$ cat src/rtl/qsec_pkg.sv
package qsec_pkg;

  typedef enum logic [1:0] {
    OP_START = 2'd0,
    OP_STOP  = 2'd1,
    OP_WRITE = 2'd2,
    OP_READ  = 2'd3
  } op_e;

  typedef enum logic [1:0] {
    SEC_1 = 2'd0,
    SEC_2 = 2'd1,
    SEC_3 = 2'd2,
    SEC_4 = 2'd3
  } sec_e;

  typedef struct packed {
    logic chg;   // data line changes at entry of this section
    logic low;   // new value: 1 pulls the line low
  } sda_act_t;

  // Data-line action taken when entering a section
  function automatic sda_act_t sda_action(op_e op, logic wbit, sec_e sec);
    sda_act_t a;
    a.chg = 1'b0;
    a.low = 1'b0;
    if (sec == SEC_2) begin
      a.chg = 1'b1;
      unique case (op)
        OP_START: a.low = 1'b0;
        OP_STOP:  a.low = 1'b1;
        OP_WRITE: a.low = ~wbit;
        OP_READ:  a.low = 1'b0;
      endcase
    end else if (sec == SEC_4) begin
      unique case (op)
        OP_START: begin a.chg = 1'b1; a.low = 1'b1; end
        OP_STOP:  begin a.chg = 1'b1; a.low = 1'b0; end
        default:  begin a.chg = 1'b0; a.low = 1'b0; end
      endcase
    end
    return a;
  endfunction

endpackage

$ cat src/rtl/qsec_section_timer.sv
module qsec_section_timer #(
  parameter int DIV_W = 16
) (
  input  logic             clk,
  input  logic             rst,
  input  logic             start,
  input  logic [DIV_W-1:0] div,
  input  logic             tick,
  output logic             last
);
  logic [DIV_W-1:0] lim_q;
  logic [DIV_W-1:0] cnt_q;

  assign last = tick && (cnt_q == lim_q - DIV_W'(1));

  always_ff @(posedge clk) begin
    if (rst) begin
      lim_q <= DIV_W'(1);
      cnt_q <= '0;
    end else if (start) begin
      lim_q <= (div == '0) ? DIV_W'(1) : div;
      cnt_q <= '0;
    end else if (last) begin
      cnt_q <= '0;
    end else if (tick) begin
      cnt_q <= cnt_q + DIV_W'(1);
    end
  end
endmodule

$ cat src/rtl/qsec_line_driver.sv
module qsec_line_driver (
  input  logic clk,
  input  logic rst,
  input  logic scl_load,
  input  logic scl_low,
  input  logic sda_load,
  input  logic sda_low,
  output logic scl_oe,
  output logic sda_oe
);
  always_ff @(posedge clk) begin
    if (rst) begin
      scl_oe <= 1'b0;
      sda_oe <= 1'b0;
    end else begin
      if (scl_load) scl_oe <= scl_low;
      if (sda_load) sda_oe <= sda_low;
    end
  end
endmodule

$ cat src/rtl/qsec_i2c_master.sv
module qsec_i2c_master
  import qsec_pkg::*;
#(
  parameter int DIV_W = 16
) (
  input  logic             clk,
  input  logic             rst,
  input  logic             cmd_valid,
  output logic             cmd_ready,
  input  logic [1:0]       cmd_op,
  input  logic             cmd_bit,
  input  logic [DIV_W-1:0] cmd_div,
  input  logic             scl_in,
  input  logic             sda_in,
  output logic             scl_oe,
  output logic             sda_oe,
  output logic             done,
  output logic             rd_bit
);
  logic     busy_q;
  sec_e     sec_q;
  sec_e     sec_nx;
  op_e      op_q;
  logic     bit_q;
  logic     rd_q;
  logic     done_q;
  logic     accept;
  logic     tick;
  logic     sec_end;
  sda_act_t act;

  assign accept = cmd_valid && !busy_q;
  // section 3 counts only once the clock line is seen high
  assign tick   = busy_q && ((sec_q != SEC_3) || scl_in);

  qsec_section_timer #(.DIV_W(DIV_W)) u_timer (
    .clk  (clk),
    .rst  (rst),
    .start(accept),
    .div  (cmd_div),
    .tick (tick),
    .last (sec_end)
  );

  always_comb begin
    unique case (sec_q)
      SEC_1:   sec_nx = SEC_2;
      SEC_2:   sec_nx = SEC_3;
      SEC_3:   sec_nx = SEC_4;
      default: sec_nx = SEC_1;
    endcase
  end

  assign act = sda_action(op_q, bit_q, sec_nx);

  qsec_line_driver u_lines (
    .clk     (clk),
    .rst     (rst),
    .scl_load(accept || (sec_end && sec_q == SEC_2)),
    .scl_low (accept),
    .sda_load(sec_end && (sec_q != SEC_4) && act.chg),
    .sda_low (act.low),
    .scl_oe  (scl_oe),
    .sda_oe  (sda_oe)
  );

  always_ff @(posedge clk) begin
    if (rst) begin
      busy_q <= 1'b0;
      sec_q  <= SEC_1;
      op_q   <= OP_START;
      bit_q  <= 1'b0;
      rd_q   <= 1'b0;
      done_q <= 1'b0;
    end else begin
      done_q <= 1'b0;
      if (accept) begin
        busy_q <= 1'b1;
        sec_q  <= SEC_1;
        op_q   <= op_e'(cmd_op);
        bit_q  <= cmd_bit;
        rd_q   <= 1'b0;
      end else if (sec_end) begin
        if (sec_q == SEC_3 && op_q == OP_READ) rd_q <= sda_in;
        if (sec_q == SEC_4) begin
          busy_q <= 1'b0;
          done_q <= 1'b1;
        end else begin
          sec_q <= sec_nx;
        end
      end
    end
  end

  assign cmd_ready = !busy_q;
  assign done      = done_q;
  assign rd_bit    = rd_q;
endmodule

$ cat config.mk
export PLATFORM = sky130hd
export DESIGN_NAME = qsec_i2c_master
export DESIGN_NICKNAME = d
export VERILOG_FILES = /design/src/rtl/qsec_pkg.sv /design/src/rtl/qsec_section_timer.sv /design/src/rtl/qsec_line_driver.sv /design/src/rtl/qsec_i2c_master.sv
export SDC_FILE = /design/constraint.sdc
export NUM_CORES = 1
export LEC_CHECK = 0
export ABC_CLOCK_PERIOD_IN_PS = 6800
export BUFFER_PORTS_ARGS = -buffer_cell sky130_fd_sc_hd__buf_2
export CAP_MARGIN = 20
export CELL_PAD_IN_SITES_DETAIL_PLACEMENT = 2
export CELL_PAD_IN_SITES_GLOBAL_PLACEMENT = 2
export CORE_AREA = 4 4 88 90
export DETAILED_ROUTE_END_ITERATION = 6
export DIE_AREA = 0 0 92 94
export PLACE_DENSITY = 0.87
export SYNTH_ARGS = -nofsm -noshare
export SYNTH_HDL_FRONTEND = slang
export SYNTH_SLANG_ARGS = --single-unit
$ cat constraint.sdc
create_clock -name clk -period 6.8 [get_ports clk]
set_input_delay 0.68 -clock clk [delete_from_list [all_inputs] [get_ports clk]]
set_output_delay 0.68 -clock clk [all_outputs]
set_load 0.01 [all_outputs]
==> results.ini <==
[finish]
nets=371
drive_gt1_frac=0.142
multi_input_area_sq_mm=0.00154
final_core_util=0.397
fillers=862
antenna_cells=0
areaGrowthSynthToFinish_pct=12.2
regArea_sq_um=841

[sta]
fin_crit_ns=3.54
drv_slew=0
setup_viol=0
maxSlewHeadroom=0.489
min_period_over_period=0.520
rsz0062_at_grt=false
worstMarginPinSlew_ns=0.764
setup_tns_ns=0
fmax_mhz=283
timing.hold.ws_ns=0.460
finalHoldViolations=0
fin_worst_skew_ns=0.00895

[cts]
clk_latency_ns=0.31
htree_levels=2
cts_resized=0
cts_tree=done
clk_pin_slew_ns=0.09
clockBufferDepth=2
ctsHoldBuffers=0
cts_num_sinks=42
post-cts-setup-buffer-count=0
cts_buffers=5
root_buffer=clkbuf_8

[synthesis]
synth-xor-area-share=0.119
yosys_warnings=0
ys_async_sr_fraction=0
syn_inst=312
synth_most_common_cell=nand2_1
synth_edf_count=0
synth_commonest_cells=nand2_1, dfxtp_1, nor2_1
synthesis.nets=347
syn_area_sq_mm=0.00250
synth_mux_area_frac=0.0201
synth_top_family_by_area=simple AND/OR/NAND/NOR gates
synthDistinctLibCells=48
yosys.area.top_type=dfxtp_1
synthSimpleGateAreaFrac=0.279
synthAdderAreaFrac=0.0551
ys_seq_area_frac=0.337
synth_top_area_share=0.337
synth_compound_area_frac=0.144
synth_area_per_cell_sq_um=8.00
synth_area_leaders=dfxtp_1, nand2_1, xnor2_1
synth-seq-cells=42
synthFlopType=dfxtp_1

[route]
viasPerCell=5.24
post_drt_wl_per_cell_um=16.4
drc=0
postRouteAntennaNets=0
dr_total_vias=2283
drt_iter0_drc=59
wl_um=7160
drt_first_pass_iters=4

[global_route]
grt_use_total=0.182
grt_pass1_wl_um=12400
grt_remaining_overflow=0
grt_pass1_vias=2440
grt_max_degree=24
antenna_found_initial=0

[setup_path]
crit_chain=inv_1 -> ha_1 -> nor4b_4 -> or2b_1 -> xnor2_1 -> or4_1 -> or4b_1 -> o21ai_2 -> nor2_1
crit_arrival_ns=3.70
endpoint_kind=flop
cp_slowest_stage_delay_ns=0.61
crit_type=reg2reg
cp_max_fo=16
critPathLaunchType=flop
required_ns=6.97
critPathSlowestCell=or4b_1

[floorplan]
die_w_um=92
start_util=0.354
core.rowCount=31
dieArea_sq_mm=0.00865
die_h_um=94
top_level_ports=29
core_sq_mm=0.00706

[place]
place_congestion=0.870
portBuffers=28
dp_hpwl_um=5560

[power]
switching_share=0.307
power.share.clock=0.330
seqPwrFrac=0.496
p_leak_nw=1.03
power.density_mw_per_mm2=192
p_switching_uw=165
p_comb_frac=0.173
p_int_uw=373
ir_drop_mv=0.111

[worst_hold_path]
hold_path.class=reg2reg

[run_status]
status=complete, no violations

[job]
cap_viol_max_count=0

[sequential cells by signal, summed over array words and instances (netlist names)]
| name | flops |
|---|---|
| u_timer.cnt_q | 16 |
| op_q | 2 |
| sec_q | 2 |
| u_timer.lim_q | 16 |
| done | 1 |
| busy_q | 1 |
| u_lines.scl_oe | 1 |
| bit_q | 1 |
| u_lines.sda_oe | 1 |
| rd_bit | 1 |
[layout by cell type, fill, tap and decap left out, drive strengths merged, types with 2 or more instances in the layout]
master  synthesis  final
buf             4     29
mux2i           5      5
clkbuf          8      6
o21a            2      2
ha             11     11
nand2          54     54
o21ai           7      7
nand3          10     10
xor2           14     14
a31o            3      3
and2            3      3
inv            14     14
nor3           10     10
a32oi           2      2
nand4           8      8
and3            5      5
a311oi          2      2
nor2           28     28
a21oi          25     25
nor2b           2      2
a211oi          3      3
or4             3      3
xnor2          20     20
a41oi           2      2
nor4           10     10
or2             2      2
dfxtp          42     42
[final timing paths]
| path | startpoint | endpoint | slack (ns) | depth (start not counted) |
|---|---|---|---|---|
| worst max register to register | u_timer.lim_q[0] | u_timer.cnt_q[4] | 3.26 | 9 |
| worst max-delay path | u_timer.lim_q[0] | u_timer.cnt_q[4] | 3.26 | 9 |
| worst min register to register | bit_q | bit_q | 0.46 | 2 |
| worst min-delay path | bit_q | bit_q | 0.46 | 2 |
[kinds of logic after synthesis]
group	count (synthesis)
simple gates	139
compound gates	55
flops	42
xor+xnor	34
buf+inv	26
fa+ha+maj	11
mux	5
[worst max-delay path, delay by kind of cell, from the launching register on]
family,cells,cell delay (ns)
adders and majority gates,1,0.28
and+or+nand+nor,5,1.94
DFF,1,0.36
AOI/OAI and AO/OA,1,0.60
xor gates and xnor gates,1,0.13
buffers and inverters,1,0.07
[final cells by class]
type / count / share of cell area
Inverter: 14 / 0.0188
Timing Repair Buffer: 29 / 0.0527
Clock buffer: 6 / 0.0295
Multi-Input combinational cell: 244 / 0.550
Clock inverter: 2 / 0.00447
Sequential cell: 42 / 0.300
Tap cell: 99 / 0.0442
[through the flow]
stage / area [sq um] / worst slack [ns] / std cells / power, mW
3_5_place_dp: 2710 / 3.25 / 428 / 0.367
2_1_floorplan: 2500 / 3.72 / 312 / 0.336
3_3_place_gp: 2710 / 3.46 / 428 / 0.361
4_1_cts: 2800 / 3.21 / 436 / 0.542
5_1_grt: 2800 / 2.94 / 436 / 0.570
6_report: 2800 / 3.26 / 436 / 0.538
[power by group through the flow]
stage	clock network, mW	logic [mW]	registers, mW
after global routing	0.196	0.106	0.269
after CTS	0.181	0.0946	0.267
after global placement	0	0.0888	0.272
after floorplan	0	0.0677	0.268
final	0.178	0.0931	0.267
after detailed placement	0	0.0938	0.273
[layer usage]
layer  track usage  up-vias  share of wire
met4        0.0606        0          0.021
li1              -     1130              -
met3        0.0329        9          0.027
met5             0        -              0
met1         0.226     1111           0.45
met2         0.316       33           0.50
Power figures use the tool's default switching activity.
